## src/rtl/narrow_pkg.sv

```systemverilog
package narrow_pkg;

  typedef enum logic [1:0] {
    NM_S32_S16 = 2'b00,
    NM_S16_S8  = 2'b01,
    NM_S16_U8  = 2'b10,
    NM_ALIAS   = 2'b11
  } nmode_e;

  // signed doubleword -> signed word with clamping
  function automatic logic [15:0] clamp_s16(input logic [31:0] d);
    logic fits;
    fits = (&d[31:15]) | ~(|d[31:15]);
    if (fits)       return d[15:0];
    else if (d[31]) return 16'h8000;
    else            return 16'h7FFF;
  endfunction

  // signed word -> signed byte with clamping
  function automatic logic [7:0] clamp_s8(input logic [15:0] w);
    logic fits;
    fits = (&w[15:7]) | ~(|w[15:7]);
    if (fits)       return w[7:0];
    else if (w[15]) return 8'h80;
    else            return 8'h7F;
  endfunction

  // signed word -> unsigned byte with clamping
  function automatic logic [7:0] clamp_u8(input logic [15:0] w);
    if (w[15])          return 8'h00;
    else if (|w[14:8])  return 8'hFF;
    else                return w[7:0];
  endfunction

endpackage

```

## src/rtl/sat_narrow_dw.sv

```systemverilog
module sat_narrow_dw
  import narrow_pkg::*;
#(
  parameter int W = 64
) (
  input  logic [W-1:0] a,
  input  logic [W-1:0] b,
  output logic [W-1:0] y
);
  localparam int NDW = W / 32;

  for (genvar i = 0; i < NDW; i++) begin : g_lane
    assign y[16*i +: 16]         = clamp_s16(a[32*i +: 32]);
    assign y[16*(NDW+i) +: 16]   = clamp_s16(b[32*i +: 32]);
  end
endmodule

```

## src/rtl/sat_narrow_w.sv

```systemverilog
module sat_narrow_w
  import narrow_pkg::*;
#(
  parameter int W        = 64,
  parameter bit UNS_OUT  = 1'b0
) (
  input  logic [W-1:0] a,
  input  logic [W-1:0] b,
  output logic [W-1:0] y
);
  localparam int NW = W / 16;

  for (genvar i = 0; i < NW; i++) begin : g_lane
    if (UNS_OUT) begin : g_uns
      assign y[8*i +: 8]        = clamp_u8(a[16*i +: 16]);
      assign y[8*(NW+i) +: 8]   = clamp_u8(b[16*i +: 16]);
    end else begin : g_sgn
      assign y[8*i +: 8]        = clamp_s8(a[16*i +: 16]);
      assign y[8*(NW+i) +: 8]   = clamp_s8(b[16*i +: 16]);
    end
  end
endmodule

```

## src/rtl/pack_narrow_unit.sv

```systemverilog
module pack_narrow_unit
  import narrow_pkg::*;
#(
  parameter int W = 64
) (
  input  logic         clk,
  input  logic         rst,
  input  logic         in_valid,
  output logic         in_ready,
  input  logic [1:0]   in_mode,
  input  logic [W-1:0] in_a,
  input  logic [W-1:0] in_b,
  output logic         out_valid,
  input  logic         out_ready,
  output logic [W-1:0] out_data
);
  localparam int HALF = W / 2;

  // stage 1: registered operands
  logic         s1_valid;
  nmode_e       s1_mode;
  logic [W-1:0] s1_a, s1_b;
  // stage 2: registered result
  logic         s2_valid;
  logic [W-1:0] s2_data;

  logic         adv;
  logic [W-1:0] y_dw, y_s8, y_u8, y_sel;

  assign adv      = !(s2_valid && !out_ready);
  assign in_ready = adv;

  always_ff @(posedge clk) begin
    if (rst) begin
      s1_valid <= 1'b0;
      s2_valid <= 1'b0;
    end else if (adv) begin
      s1_valid <= in_valid;
      s2_valid <= s1_valid;
    end
  end

  always_ff @(posedge clk) begin
    if (adv && in_valid) begin
      s1_mode <= nmode_e'(in_mode);
      s1_a    <= in_a;
      s1_b    <= in_b;
    end
  end

  sat_narrow_dw #(.W(W)) u_dw (.a(s1_a), .b(s1_b), .y(y_dw));
  sat_narrow_w  #(.W(W), .UNS_OUT(1'b0)) u_s8 (.a(s1_a), .b(s1_b), .y(y_s8));
  sat_narrow_w  #(.W(W), .UNS_OUT(1'b1)) u_u8 (.a(s1_a), .b(s1_b), .y(y_u8));

  always_comb begin
    unique case (s1_mode)
      NM_S16_S8: y_sel = y_s8;
      NM_S16_U8: y_sel = y_u8;
      default:   y_sel = y_dw;   // word mode and its alias code
    endcase
  end

  always_ff @(posedge clk) begin
    if (adv && s1_valid) s2_data <= y_sel;
  end

  assign out_valid = s2_valid;
  assign out_data  = s2_data;

  // ---------------- assertions ----------------
  assert_reset_R1: assert property (@(posedge clk)
    rst |=> (!out_valid && !s1_valid));

  assert_accept_R7: assert property (@(posedge clk) disable iff (rst)
    (in_valid && in_ready) |=> s1_valid);

  assert_advance_R7: assert property (@(posedge clk) disable iff (rst)
    (s1_valid && out_ready) |=> out_valid);

  assert_hold_R8: assert property (@(posedge clk) disable iff (rst)
    (out_valid && !out_ready) |=> (out_valid && $stable(out_data)));

  assert_stall_R8: assert property (@(posedge clk) disable iff (rst)
    !in_ready |-> (out_valid && !out_ready));

  assert_no_overflow_R2: assert property (@(posedge clk) disable iff (rst)
    (adv && s1_valid && s1_mode == NM_S32_S16 && !s1_a[31] && (|s1_a[30:15]))
      |=> out_data[15:0] == 16'h7FFF);

  assert_no_underflow_R4: assert property (@(posedge clk) disable iff (rst)
    (adv && s1_valid && s1_mode == NM_S16_U8 && s1_a[15])
      |=> out_data[7:0] == 8'h00);

  assert_hi_half_R6: assert property (@(posedge clk) disable iff (rst)
    (adv && s1_valid && s1_mode == NM_S16_S8 && !(|s1_b[15:7]))
      |=> out_data[HALF +: 8] == $past(s1_b[7:0]));
endmodule

```

## config.mk

```make
export PLATFORM = sky130hd
export DESIGN_NAME = pack_narrow_unit
export DESIGN_NICKNAME = d
export VERILOG_FILES = /design/src/rtl/narrow_pkg.sv /design/src/rtl/sat_narrow_dw.sv /design/src/rtl/sat_narrow_w.sv /design/src/rtl/pack_narrow_unit.sv
export SDC_FILE = /design/constraint.sdc
export NUM_CORES = 1
export LEC_CHECK = 0
export BUFFER_PORTS_ARGS = -buffer_cell sky130_fd_sc_hd__clkbuf_2
export CAP_MARGIN = 15
export CORE_ASPECT_RATIO = 0.75
export CORE_MARGIN = 4
export CORE_UTILIZATION = 30
export DETAILED_ROUTE_END_ITERATION = 12
export GPL_ROUTABILITY_DRIVEN = 0
export GPL_TIMING_DRIVEN = 0
export MAX_ROUTING_LAYER = met4
export PLACE_DENSITY_LB_ADDON = 0.12
export SLEW_MARGIN = 10
export SYNTH_ARGS = -nofsm -noshare
export SYNTH_HDL_FRONTEND = slang
export SYNTH_SLANG_ARGS = --single-unit
```

## constraint.sdc

```tcl
create_clock -name clk -period 9.13 [get_ports clk]
set_clock_uncertainty 0.05 [all_clocks]
set_input_delay 1.3695 -clock clk [delete_from_list [all_inputs] [get_ports clk]]
set_output_delay 1.3695 -clock clk [all_outputs]
set_load 0.005 [all_outputs]
```

Yosys cells after proc, flatten, opt, wreduce, memory -nomap -nowiden --
Cells that the tools add are included.
Storage, ports and cells: logic and storage cells 110, output and inout port bits 66, bits of input ports 134, register bits 196
Cells by class: muxes and demuxes 41, reduce and logical (&&, ||, !) cells 37, bitwise gates (word level) 24, equality and inequality tests 2
Operator list (count):
- two-way mux 8 bit | 32
- two-way mux 16 bit | 8
- one-hot mux 64 bit (2 select lines) | 1
- AND reduction 9 bit | 8
- OR reduction 9 bit | 8
- AND reduction 17 bit | 4
- OR reduction 17 bit | 4
- OR reduction 7 bit | 8
- inverter 1 bit | 12
- bitwise OR 1 bit | 12
- logical AND 1 bit | 3
- == test 2 x 1 -> 1 bit (second input constant) | 1
- == test 2 bit (second input constant) | 1
- zero test 1 bit | 2

Depth between registers and ports, before layout --
depth after elaboration 5, mapped depth 8, depth with buffers taken out 7

Hierarchy --
From an unflattened synthesis, not the netlist that was laid out.
Second synthesis, totals: cell total of the unflattened synthesis 898, area total of the unflattened synthesis 10301.1 um^2
By module, submodules not included:
- pack_narrow_unit | times used 1, area an instance 7277.0 um^2, seq. area each 5865.6 um^2, cells an instance 427
- sat_narrow_w at u_s8 | times used 1, area an instance 1181.1 um^2, seq. area each 0.0 um^2, cells an instance 184
- sat_narrow_dw | times used 1, area an instance 932.1 um^2, seq. area each 0.0 um^2, cells an instance 127
- sat_narrow_w at u_u8 | times used 1, area an instance 910.9 um^2, seq. area each 0.0 um^2, cells an instance 160

Worst setup path after synthesis --
OpenSTA, ideal clock, no wires.
path kind input to register, from input out_ready, to register s1_a[0], enable pin, buffers on the path 0, setup time 505 ps, data required time 8575 ps, cell stages on the path 2, arrival 4585 ps, slack 3990 ps, cell sequence nand2b_1 and2_1
On the way: cells in the longest elaborated chain, start to end 4
RTL lines:
- from (decl) | line pack_narrow_unit.sv:14 | input logic out_ready,
- zero test 1 bit | line pack_narrow_unit.sv:30 | assign adv = !(s2_valid && !out_ready);
- logical AND 1 bit | line pack_narrow_unit.sv:30
- zero test 1 bit | line pack_narrow_unit.sv:30
- logical AND 1 bit | line pack_narrow_unit.sv:44 | if (adv && in_valid) begin
- to (signal assigned) | line pack_narrow_unit.sv:46 | s1_a <= in_a;
- to (decl) | line pack_narrow_unit.sv:22 | logic [W-1:0] s1_a, s1_b;
No other way between the ends. A chain may end at the register's enable or synchronous reset.

Worst setup path in the final report --
from input out_ready, to output in_ready
On the way: cells in the longest elaborated chain, start to end 3
RTL lines:
- zero test 1 bit | line pack_narrow_unit.sv:30
- logical AND 1 bit | line pack_narrow_unit.sv:30
- zero test 1 bit | line pack_narrow_unit.sv:30
- to (decl) | line pack_narrow_unit.sv:9 | output logic in_ready,
No other way between the ends.

==> out/results.txt <==
outcome - completed
Cells on Worst Hold Path - 2
fraction of the mapped netlist area in simple logic gates - 0.106
dominant combinational cell family by area after synthesis - compound AO/OA/AOI/OAI gates
root buf cell - sky130_fd_sc_hd__clkbuf_16
setup slack of the worst register-to-register path - 6.28 ns
pwr/cell area - 204 nW/um^2
XOR/XNOR share of the synthesized area - 0
Critical path buffers and inverters - 2
via count of the first global-routing pass - 5919
pin slew with the least headroom to its limit - 1.15 ns
Layout Area Growth over Synthesis - 26.3%
Yosys top cell area share - 0.714
pin count of the biggest net entering global routing - 68
first-pass GRT wire length - 33500 microns
wire length per cell after detailed routing - 19.2 microns
area of the mapped netlist - 8150 sq um
leakage dissipation - 3.75 nW
Hold Path Origin - s1_valid$_SDFFE_PP0N_
Yosys warnings - 0
Post-Syn Area per Cell - 14.0 sq um
worst voltage drop across the vdd grid - 0.120 mV
RSZ-0062 raised after global routing - no
Req. time, crit path - 7.71 ns
path type of the worst min-delay path - flip-flop to flip-flop
RR Endpoint - out_data[14]$_DFFE_PP_
cells along the critical path - clkbuf_2 > nand2b_1 > clkbuf_2
cell with the biggest individual delay on the critical path - sky130_fd_sc_hd__nand2b_1
count of different cell masters after synthesis - 50
insertion delay to the later sink of the worst-skew pair - 0.44 ns
iteration count of the initial detailed-routing pass - 6
clock transition at the registers of the reported paths - 0.07 ns
Final Setup Violations - 0
number of cells traversed by the worst register-to-register path - 7
Die X - 198 microns
Hold-fix buffers, CTS - 0
number of placed I/O pins - 200
FFs w/ async S/R, synth - 0
number of routed nets with antenna violations - 0
via count - 5856
Setup TNS Final - 0 ns
number of sinks on the clock net - 196
wirelength, routed - 22200 microns
fraction of layout cells with a size suffix above 1 - 0.306
final number of hold-violating endpoints - 0
net count after synthesis - 718
H-Tree Level Count - 4
most frequent cell on the critical path - sky130_fd_sc_hd__clkbuf_2
arithmetic-cell share of the synthesized area counting full adders, half adders and majority gates - 0.00307
Seq cells post-synth - 196
core region area - 26400 sq um
Max Cap Violations - 0
Detailed Route Iter0 Violations - 451
initial antenna violation count - 0
Rows - 51
DRC viols - 0
type of element capturing the critical path - output port
top achievable clock speed - 309 MHz
endpoint with the worst hold slack - out_valid$_SDFFE_PP0N_
post-CTS repair timing setup buffer count - 0
Crit Path Max Fanout - 5
data arrival at the endpoint of the critical path - 1.82 ns
final clock period utilization by the worst path - 0.355
r2r startpoint - s1_mode[1]$_DFFE_PP_
Vert. Die Dim - 151 microns
post-synthesis sequential area ratio - 0.719
DP HPWL - 16300 microns
clock tree from TritonCTS - built
number of vias per cell - 5.05
overall global routing resource usage - 0.152
number of port buffers - 199
most used cells in the layout excluding fill and tap cells - 199 x sky130_fd_sc_hd__clkbuf_2, 194 x sky130_fd_sc_hd__edfxtp_1, 59 x sky130_fd_sc_hd__o21ai_0
number of standard cells after synthesis - 582
largest buffer count on any clock path - 2
Slew HR - 0.230
count of flip-flops with a built-in enable after synthesis - 194
delay-heaviest family, CP - buffers and inverters
minimum period implied by the final worst setup slack - 3.24 ns
kind of start point of the critical path - primary input
CTS Buf Count - 17
most used flip-flop cell after synthesis - sky130_fd_sc_hd__edfxtp_1
global route overflow - 0
die area - 29900 sq um
cells resized by post-CTS repair - 0
initial core utilization - 0.309
post-placement worst setup slack - 5.90 ns
top cells by area, synth - sky130_fd_sc_hd__edfxtp_1 71%, sky130_fd_sc_hd__o21ai_0 3.6%, sky130_fd_sc_hd__o21a_1 2.9%, sky130_fd_sc_hd__a21oi_1 2.1%, sky130_fd_sc_hd__nor4_1 1.8%
worst setup margin - 5.89 ns
Crit path largest cell delay - 0.22 ns
mux contribution to synthesized area - 0.00123
net total in the final layout - 939
number of diodes added for antenna fixing - 0
crit path kind - primary input to output port
max-slew violation count - 0
area fraction in compound gates after synthesis - 0.157
most common cell after layout, fill and taps aside - sky130_fd_sc_hd__clkbuf_2
cell taking the most area after synthesis - sky130_fd_sc_hd__edfxtp_1
## power by group
group	switching, W	total [W]	internal (W)
Combinational	0.000118	0.000202	0.0000837
Clock	0.000340	0.000803	0.000463
Sequential	0.0000330	0.00110	0.00107
Total	0.000491	0.00210	0.00161
## stage by stage
| stage | util | std cells | cell area (sq um) | power, W | hold WS, ns |
|---|---|---|---|---|---|
| 2_1_floorplan | - | 582 | 8150 | 0.00122 | 0.377 |
| 3_3_place_gp | 0.364 | 1125 | 9580 | 0.00132 | 0.392 |
| 3_5_place_dp | 0.367 | 1128 | 9670 | 0.00132 | 0.412 |
| 4_1_cts | 0.391 | 1160 | 10300 | 0.00213 | 0.426 |
| 5_1_grt | 0.391 | 1160 | 10300 | 0.00220 | 0.452 |
| 6_report | 0.391 | 1160 | 10300 | 0.00210 | 0.419 |
## kinds of logic (layout without fill, tap and decap cells)
family                     count (synthesis)  after routing
AOI/OAI and AO/OA                        190            190
adders and majority gates                  2              2
muxes                                      1              1
buffers and inverters                     27            261
and+or+nand+nor                          166            166
DFF                                      196            196
## final cells by class
type | count | area [sq um]
clock inverters | 14 | 200
plain buffers | 17 | 68.8
well taps | 344 | 430
multi-input cells | 359 | 2190
repair buffers | 202 | 1080
flip-flops and latches | 196 | 5870
clock buffers | 18 | 429
inverters | 10 | 37.5
fillers | 2505 | 16100
## state kept, by name, summed over array words and instances, names as in the netlist
name       flops
out_data      64
out_valid      1
s1_a          64
s1_b          64
s1_mode        2
s1_valid       1
## per-layer routing
| metal | track usage | routed length, microns | vias to the layer above |
|---|---|---|---|
| li1 | - | - | 2771 |
| met1 | 0.204 | 10200 | 2863 |
| met2 | 0.231 | 10300 | 211 |
| met3 | 0.0431 | 1600 | 11 |
| met4 | 0.0330 | 163 | 0 |
| met5 | - | 0 | - |
## cell usage after synthesis (3+ instances only)
master and n:
sky130_fd_sc_hd__o21ai_0 59, sky130_fd_sc_hd__buf_2 4, sky130_fd_sc_hd__buf_1 3, sky130_fd_sc_hd__o211a_1 14
sky130_fd_sc_hd__a211oi_1 8, sky130_fd_sc_hd__clkbuf_1 10, sky130_fd_sc_hd__o21a_1 32, sky130_fd_sc_hd__nor4_1 24
sky130_fd_sc_hd__nor2_1 36, sky130_fd_sc_hd__a31oi_1 3, sky130_fd_sc_hd__nor3_1 19, sky130_fd_sc_hd__nand2_1 29
sky130_fd_sc_hd__nand3_1 13, sky130_fd_sc_hd__o21bai_1 7, sky130_fd_sc_hd__edfxtp_1 194, sky130_fd_sc_hd__inv_1 9
sky130_fd_sc_hd__nand4_1 17, sky130_fd_sc_hd__a22oi_1 14, sky130_fd_sc_hd__or3_1 5, sky130_fd_sc_hd__nor3_2 3
sky130_fd_sc_hd__nand2b_1 3, sky130_fd_sc_hd__a22o_1 3, sky130_fd_sc_hd__a21oi_1 34, sky130_fd_sc_hd__nor2b_1 6
## worst min-delay path, stage by stage (launching register included)
cell and delay [ns]:
sky130_fd_sc_hd__dfxtp_1 0.32, sky130_fd_sc_hd__inv_1 0.05, sky130_fd_sc_hd__a21oi_1 0.05
## how the worst max path moves through the flow
stage,from,end,slack (ns),depth (start not counted)
floorplan,out_ready,s1_a[0]$_DFFE_PP_,3.99,2
global placement,out_ready,s1_a[52]$_DFFE_PP_,2.79,3
detailed placement,out_ready,in_ready,5.90,3
CTS,out_ready,in_ready,5.90,3
global route,out_ready,in_ready,5.87,3
finish,out_ready,in_ready,5.89,3
No activity file was read; power rests on OpenSTA's default activity.
